`src/rtl/ialign_pkg.sv`:
```
package ialign_pkg;

    // register select encoding at the CSR port
    typedef enum logic [1:0] {
        SEL_ISA   = 2'd0,
        SEL_EPC_M = 2'd1,
        SEL_EPC_S = 2'd2,
        SEL_EPC_U = 2'd3
    } csr_sel_e;

    localparam int COMP_BIT = 2;
    localparam int NUM_LVL  = 3;
    localparam int LVL_W    = 2;

    // mask for the two low address bits under the current mode
    function automatic logic [1:0] low_mask(input logic comp);
        return comp ? 2'b10 : 2'b00;
    endfunction

    // a target is misaligned when bit 1 is set under 32-bit alignment
    function automatic logic tgt_bad(input logic bit1, input logic comp);
        return bit1 & ~comp;
    endfunction

endpackage

```
`src/rtl/isa_ctrl.sv`:
```
module isa_ctrl
    import ialign_pkg::*;
(
    input  logic clk,
    input  logic rst,
    input  logic wr_isa,
    input  logic wdata_comp,
    input  logic pc_bit1,
    output logic comp_o
);
    logic comp_q;
    logic drop_w;

    // clearing the bit from an unaligned PC is refused
    assign drop_w = comp_q & ~wdata_comp & pc_bit1;

    always_ff @(posedge clk) begin
        if (rst)
            comp_q <= 1'b1;
        else if (wr_isa && !drop_w)
            comp_q <= wdata_comp;
    end

    assign comp_o = comp_q;

    AST_CLEAR_DROPPED: assert property (@(posedge clk) disable iff (rst)
        (wr_isa && !wdata_comp && pc_bit1 && comp_o) |=> comp_o);
    AST_CLEAR_TAKEN: assert property (@(posedge clk) disable iff (rst)
        (wr_isa && !wdata_comp && !pc_bit1) |=> !comp_o);
    AST_SET_TAKEN: assert property (@(posedge clk) disable iff (rst)
        (wr_isa && wdata_comp) |=> comp_o);
    AST_HOLD: assert property (@(posedge clk) disable iff (rst)
        !wr_isa |=> $stable(comp_o));

endmodule

```
`src/rtl/epc_bank.sv`:
```
module epc_bank
    import ialign_pkg::*;
#(
    parameter int XLEN = 32
) (
    input  logic             clk,
    input  logic             rst,
    input  logic             wr_en,
    input  logic [LVL_W-1:0] wr_lvl,
    input  logic [XLEN-1:0]  wdata,
    input  logic             comp,
    input  logic [LVL_W-1:0] rd_lvl,
    output logic [XLEN-1:0]  rd_data,
    input  logic [LVL_W-1:0] ret_lvl,
    output logic [XLEN-1:0]  ret_data
);
    logic [XLEN-1:1] epc_q [NUM_LVL];

    // bit 1 is stored in every mode; only the read path hides it
    always_ff @(posedge clk) begin
        for (int i = 0; i < NUM_LVL; i++) begin
            if (rst)
                epc_q[i] <= '0;
            else if (wr_en && wr_lvl == LVL_W'(i))
                epc_q[i] <= wdata[XLEN-1:1];
        end
    end

    function automatic logic [XLEN-1:0] view(input logic [LVL_W-1:0] lvl,
                                             input logic c);
        logic [XLEN-1:0] v;
        v = '0;
        for (int i = 0; i < NUM_LVL; i++)
            if (lvl == LVL_W'(i))
                v = {epc_q[i][XLEN-1:2], epc_q[i][1] & low_mask(c)[1], 1'b0};
        return v;
    endfunction

    assign rd_data  = view(rd_lvl, comp);
    assign ret_data = view(ret_lvl, comp);

    generate
        for (genvar g = 0; g < NUM_LVL; g++) begin : g_chk
            AST_EPC_STORE: assert property (@(posedge clk) disable iff (rst)
                (wr_en && wr_lvl == LVL_W'(g))
                |=> epc_q[g] == $past(wdata[XLEN-1:1]));
            AST_EPC_KEEP: assert property (@(posedge clk) disable iff (rst)
                !wr_en |=> $stable(epc_q[g]));
        end
    endgenerate

    AST_RET_ALIGN: assert property (@(posedge clk) disable iff (rst)
        !comp |-> ret_data[1:0] == 2'b00);
    AST_RD_ALIGN: assert property (@(posedge clk) disable iff (rst)
        !comp |-> rd_data[1:0] == 2'b00);

endmodule

```
`src/rtl/tgt_check.sv`:
```
module tgt_check
    import ialign_pkg::*;
#(
    parameter int XLEN = 32
) (
    input  logic            clk,
    input  logic            rst,
    input  logic            jmp_valid,
    input  logic [XLEN-1:0] target,
    input  logic [XLEN-1:0] pc,
    input  logic            comp,
    output logic            trap_o,
    output logic [XLEN-1:0] trap_pc_o
);
    logic            trap_q;
    logic [XLEN-1:0] tpc_q;

    always_ff @(posedge clk) begin
        if (rst) begin
            trap_q <= 1'b0;
            tpc_q  <= '0;
        end else begin
            trap_q <= jmp_valid & tgt_bad(target[1], comp);
            if (jmp_valid)
                tpc_q <= pc;
        end
    end

    assign trap_o    = trap_q;
    assign trap_pc_o = tpc_q;

    AST_TRAP_RAISE: assert property (@(posedge clk) disable iff (rst)
        (jmp_valid && target[1] && !comp) |=> (trap_o && trap_pc_o == $past(pc)));
    AST_TRAP_ONLY_JUMP: assert property (@(posedge clk) disable iff (rst)
        !jmp_valid |=> !trap_o);
    AST_TRAP_COMP_SAFE: assert property (@(posedge clk) disable iff (rst)
        (jmp_valid && comp) |=> !trap_o);

endmodule

```
`src/rtl/ialign_csr_unit.sv`:
```
module ialign_csr_unit
    import ialign_pkg::*;
#(
    parameter int          XLEN     = 32,
    parameter logic [31:0] ISA_BASE = 32'h4000_0100
) (
    input  logic            clk,
    input  logic            rst,
    input  logic            csr_wr_en,
    input  logic [1:0]      csr_sel,
    input  logic [XLEN-1:0] csr_wdata,
    input  logic [XLEN-1:0] cur_pc,
    output logic [XLEN-1:0] csr_rdata,
    input  logic [1:0]      ret_lvl,
    output logic [XLEN-1:0] ret_pc,
    input  logic            jmp_valid,
    input  logic [XLEN-1:0] jmp_target,
    output logic            comp_en,
    output logic            trap_req,
    output logic [XLEN-1:0] trap_pc
);
    localparam logic [XLEN-1:0] ISA_FIXED =
        XLEN'(ISA_BASE) & ~(XLEN'(1) << COMP_BIT);

    csr_sel_e         sel_w;
    logic             wr_isa_w;
    logic             wr_epc_w;
    logic [LVL_W-1:0] epc_lvl_w;
    logic [XLEN-1:0]  epc_rd_w;
    logic             comp_w;

    assign sel_w     = csr_sel_e'(csr_sel);
    assign wr_isa_w  = csr_wr_en && sel_w == SEL_ISA;
    assign wr_epc_w  = csr_wr_en && sel_w != SEL_ISA;
    assign epc_lvl_w = csr_sel - 2'd1;

    isa_ctrl u_isa (
        .clk        (clk),
        .rst        (rst),
        .wr_isa     (wr_isa_w),
        .wdata_comp (csr_wdata[COMP_BIT]),
        .pc_bit1    (cur_pc[1]),
        .comp_o     (comp_w)
    );

    epc_bank #(.XLEN(XLEN)) u_epc (
        .clk      (clk),
        .rst      (rst),
        .wr_en    (wr_epc_w),
        .wr_lvl   (epc_lvl_w),
        .wdata    (csr_wdata),
        .comp     (comp_w),
        .rd_lvl   (epc_lvl_w),
        .rd_data  (epc_rd_w),
        .ret_lvl  (ret_lvl),
        .ret_data (ret_pc)
    );

    tgt_check #(.XLEN(XLEN)) u_tgt (
        .clk       (clk),
        .rst       (rst),
        .jmp_valid (jmp_valid),
        .target    (jmp_target),
        .pc        (cur_pc),
        .comp      (comp_w),
        .trap_o    (trap_req),
        .trap_pc_o (trap_pc)
    );

    always_comb begin
        if (sel_w == SEL_ISA)
            csr_rdata = ISA_FIXED | (XLEN'(comp_w) << COMP_BIT);
        else
            csr_rdata = epc_rd_w;
    end

    assign comp_en = comp_w;

    AST_ISA_FIXED: assert property (@(posedge clk) disable iff (rst)
        (sel_w == SEL_ISA) |-> (csr_rdata & ~(XLEN'(1) << COMP_BIT)) == ISA_FIXED);
    AST_EPC_WR_NO_MODE: assert property (@(posedge clk) disable iff (rst)
        (wr_epc_w && !wr_isa_w) |=> $stable(comp_en));

endmodule

```
`config.mk`:
```
export PLATFORM = sky130hd
export DESIGN_NAME = ialign_csr_unit
export DESIGN_NICKNAME = d
export VERILOG_FILES = /design/src/rtl/ialign_pkg.sv /design/src/rtl/isa_ctrl.sv /design/src/rtl/epc_bank.sv /design/src/rtl/tgt_check.sv /design/src/rtl/ialign_csr_unit.sv
export SDC_FILE = /design/constraint.sdc
export NUM_CORES = 1
export LEC_CHECK = 0
export BUFFER_PORTS_ARGS = -buffer_cell sky130_fd_sc_hd__buf_2
export CORE_MARGIN = 3
export CORE_UTILIZATION = 47
export CTS_BUF_LIST = sky130_fd_sc_hd__clkbuf_8
export CTS_CLUSTER_DIAMETER = 100
export DETAILED_ROUTE_END_ITERATION = 16
export PLACE_DENSITY = 0.78
export SYNTH_ARGS = -nofsm -noshare
export SYNTH_HDL_FRONTEND = slang
export SYNTH_SLANG_ARGS = --single-unit
```
`constraint.sdc`:
```
create_clock -name clk -period 1.8 [get_ports clk]
set_input_delay 0.18 -clock clk [delete_from_list [all_inputs] [get_ports clk]]
set_output_delay 0.18 -clock clk [all_outputs]
set_load 0.1 [all_outputs]
```
Word level (Yosys, flattened, before mapping) --
Memory sizes are Yosys's and may differ from the RTL's. Cells that the tools add are included.
Operators by class: mux-type cells 22, bitwise operators 12, add/sub/neg operators 1, reduce and logical (&&, ||, !) cells 11, equal/unequal tests 4
Operators by type and width (number):
- $mux W32 | 7
- $mux W31 | 3
- $mux W1 | 11
- $and A1 B1 Y1 | 7
- $logic_and A1 B1 Y1 | 6
- $logic_not A2 Y1 | 3
- $eq A2 B1 Y1 const B | 2
- $eq A2 B2 Y1 const B | 2
- $or A1 B1 Y1 | 3
- $mux W2 | 1
- $not A1 Y1 | 2
- $reduce_bool A2 Y1 | 1
- $sub A2 B1 Y2 const B | 1
- $logic_not A1 Y1 | 1
Word-level totals: output and inout bits 98, bits of input ports 104, flip-flop bits (word level) 34, memory bits (writable) 93, memories kept 1
Memories:
- u_epc.epc_q | depth 3, bits a word 31, read ports 3, clocked after Yosys merged registers in 0, write ports 3, line epc_bank.sv:17 | logic [XLEN-1:1] epc_q [NUM_LVL];

Longest topological paths before layout --
word-level depth 7, depth in mapped cells 5, gate-level depth less buffers 3

By module --
A second synthesis with hierarchy kept.
Second synthesis, totals: cells, all modules 601, area total of the unflattened synthesis 6383.6 sq um
By module, submodules not included:
- epc_bank | area an instance 4883.4 sq um, cells an instance 451, sequential area each 2792.7 sq um, times used 1
- tgt_check | area an instance 1201.2 sq um, cells an instance 106, sequential area each 660.6 sq um, times used 1
- ialign_csr_unit | area an instance 262.8 sq um, cells an instance 41, sequential area each 0.0 sq um, times used 1
- isa_ctrl | area an instance 36.3 sq um, cells an instance 3, sequential area each 20.0 sq um, times used 1

Worst setup path before layout --
OpenSTA, ideal clock, no wires.
path kind reg2out, from reg u_isa.comp_q, in the netlist u_isa.comp_o, to out csr_rdata[1], cell stages (with the launch flop) 3, buffers on the path 0, arrival time 3.361 ns, required time 1.620 ns, setup slack -1.741 ns, path through dfxtp_1 > inv_1 > a211oi_1
On the way: cells in the longest elaborated chain, start to end 6, elaborated cells between the ends (all ways) 8
RTL lines:
- start: declaration | line isa_ctrl.sv:11 | logic comp_q;
- start signal: assignment | line isa_ctrl.sv:21 | comp_q <= wdata_comp;
- $mux W2 * | line ialign_pkg.sv:17 | return comp ? 2'b10 : 2'b00;
- $and A1 B1 Y1 | line epc_bank.sv:35 | v = {epc_q[i][XLEN-1:2], epc_q[i][1] & low_mask(c)[1], 1'b0};
- $mux W32 (2 in series) | line epc_bank.sv:34 | if (lvl == LVL_W'(i))
- $mux W32 * | line epc_bank.sv:34
- $mux W32 * | line ialign_csr_unit.sv:71 | if (sel_w == SEL_ISA)
- end: declaration | line ialign_csr_unit.sv:13 | output logic [XLEN-1:0] csr_rdata,
Mark *: on every way between the ends. The rest lies on a longest branch, timed or not.

==> impl_metrics.ini <==
[logic_synthesis]
synthArstFlopShare = 0
synthMuxAreaShare = 0.1620
synth_edf_count = 93
synth_fa_ha_area_frac = 0
netlist_top_cells_count = and2_1, edfxtp_1, mux2i_1
syn-cell-area_um2 = 6032
synth_top_family_by_area = multiplexers
syn_inst = 500
synth_top_area_cell = edfxtp_1
yosysWarnings = 0
ys_ff_latch = 127
synth_compound_area_frac = 0.07613
avgSynthCellArea_um2 = 12.06
synth.area.top_cells = edfxtp_1, dfxtp_1, mux2i_1
synth_top_area_frac = 0.4630
seq_area_frac_synth = 0.5758
synth_cell_types = 29
synth_xor_area_frac = 0
synthFlopType = edfxtp_1
synth-simple-area-share = 0.1520

[critical_path]
cp-end-kind = primary output
critPathArrivalTime_ns = 1.56
timing.critical_path.required_ns = 1.62
r2r-start = u_tgt.trap_pc_o[4]
worstSetupPathType = flip-flop to primary output
reg2reg_to = u_tgt.trap_pc_o[4]
cp_max_fo = 2
reg2reg_depth = 3
r2r_setup_slack_ns = 0.65
worstSetupStartpointType = flip-flop

[cts]
clk_pin_slew_ns = 0.07
cts_setup_buffers = 0
clock-sinks = 127
insertion_delay_ns = 0.43
cts-buffers-inserted = 17
h-tree-depth = 4
cts_buffer_depth = 2
cts_tree = done
clock-root-buffer = clkbuf_8

[min_path]
holdPathStages = 3
min_to = u_tgt.trap_pc_o[1]
holdCritStartpoint = cur_pc[1]
hold_path.class = input pin to flip-flop

[placement]
dpl.hpwl_um = 11400
port_buffers = 167
placed_area_um2 = 8243
place_congestion = 0.7651
placed_cells = 827
pre_cts_ws_ns = 0.2214

[pwr]
sw_frac_of_total = 0.3551
ir_drop_uv = 655.5
clkPwrFrac = 0.271
power.density_nw_per_um2 = 970.5
power.total_mw = 8.684
power_frac_comb = 0.331
p_leak_nw = 3.884
p_int_mw = 5.600
p_seq_frac = 0.398
p_switching_mw = 3.083

[floorplanning]
pin_count = 202
die_x_um = 119.3
row_count = 40
chipHeight_um = 119.3
die_area_um2 = 14230
core_um2 = 12260
start_util = 0.4919

[sta]
fmax_mhz = 574.5
hold_ws_ns = 0.01707
fin_ws_ns = 0.05950
setup_viol = 0
finalHoldViolations = 0
slew_violations = 0
period_share = 0.9669
tns_ns = 0
fin_crit_ns = 1.741
clock-skew-final_ns = 0.01346
rsz0062_at_grt = no

[layout]
instances_no_fill = 891
fin_area_um2 = 8947
syn2layout_area_growth_pct = 48.33
final_util = 0.7297
drive_gt1_frac = 0.4100
nets = 813

[detailed_routing]
avgRoutedWirePerCell_um = 18.74
routed-via-count = 4699
viasPerCell = 5.274
drc_errors = 0
wirelength_um = 16690
antenna_left = 0
first_iter_violations = 165
first_pass_iters = 4

[global_routing]
grt_pass1_wl_um = 26240
grt_max_degree = 35
grt_pass1_vias = 5095
antenna_found_initial = 1
grt_use_total = 0.2390
grt-ovfl-total = 0

[flow_run]
drv_cap = 0

[status]
status = finished clean
[layer usage]
layer / share of wire / GRT usage / vias up
li1: - / - / 2194
met1: 0.38 / 0.2643 / 2252
met2: 0.53 / 0.4422 / 221
met3: 0.071 / 0.05888 / 32
met4: 0.022 / 0.08472 / 0
met5: 0 / 0 / -
[power by group through the flow]
stage | combinational [mW] | sequential (mW) | clock, mW
2_1_floorplan | 1.57 | 3.79 | 0
3_3_place_gp | 2.78 | 3.49 | 0
3_5_place_dp | 2.82 | 3.51 | 0
4_1_cts | 2.88 | 3.45 | 2.39
5_1_grt | 2.96 | 3.48 | 2.53
6_report | 2.87 | 3.46 | 2.35
[worst max-delay path by stage]
| stage | from | endpoint | depth (start not counted) | slack, ns |
|---|---|---|---|---|
| after detailed placement | csr_sel[0] | csr_rdata[9] | 5 | 0.22 |
| after floorplan | u_isa.comp_o | csr_rdata[1] | 2 | 0.03 |
| final | u_epc.epc_q[2][1] | csr_rdata[2] | 2 | 0.06 |
| after global routing | u_epc.epc_q[2][1] | csr_rdata[2] | 2 | 0.004 |
| after global placement | csr_sel[0] | csr_rdata[9] | 5 | 0.23 |
| after CTS | u_epc.epc_q[0][0] | ret_pc[1] | 4 | 0.02 |
[cells in the final DEF (no fill, tap or decap), types with 20 or more instances in the layout]
master         count
a22o_1            27
and2_1            93
buf_12            65
buf_2            105
buf_4             26
clkbuf_8          20
dfxtp_1           33
dlygate4sd3_1     31
edfxtp_1          93
mux2_2            27
mux2i_1           65
nand2_1           31
nor2_1            35
o21ai_2           30
[critical path, cell delays in order (launching register included)]
cell	delay, ns
edfxtp_1	0.39
mux4_2	0.53
buf_6	0.21
[final cells by class]
class,instances,area [um2]
Timing Repair Buffer,228,2344
Sequential cell,127,3477
Clock inverter,12,105.1
Fill cell,805,3314
Tap cell,168,210.2
Clock buffer,20,275.3
Antenna cell,1,2.502
Multi-Input combinational cell,333,2526
Inverter,2,7.507
[registers in the layout (all words and copies together), names as in the netlist]
register	flops
u_isa.comp_o	1
u_tgt.trap_o	1
u_epc.epc_q	93
u_tgt.trap_pc_o	32
[logic make-up (layout without fill, tap and decap cells)]
group	after synthesis	in the layout
other cells	1	3
compound gates	67	67
mux	93	93
simple gates	171	171
buf+inv	41	262
flops	127	127
[repair_timing]
action / in CTS / in global routing
hold buffers: 31 / 0
hold endpoints to repair: 28 / 0
setup endpoints to repair: 1 / 1
gates resized for setup: 2 / 1
No activity file was read; power rests on OpenSTA's default activity.
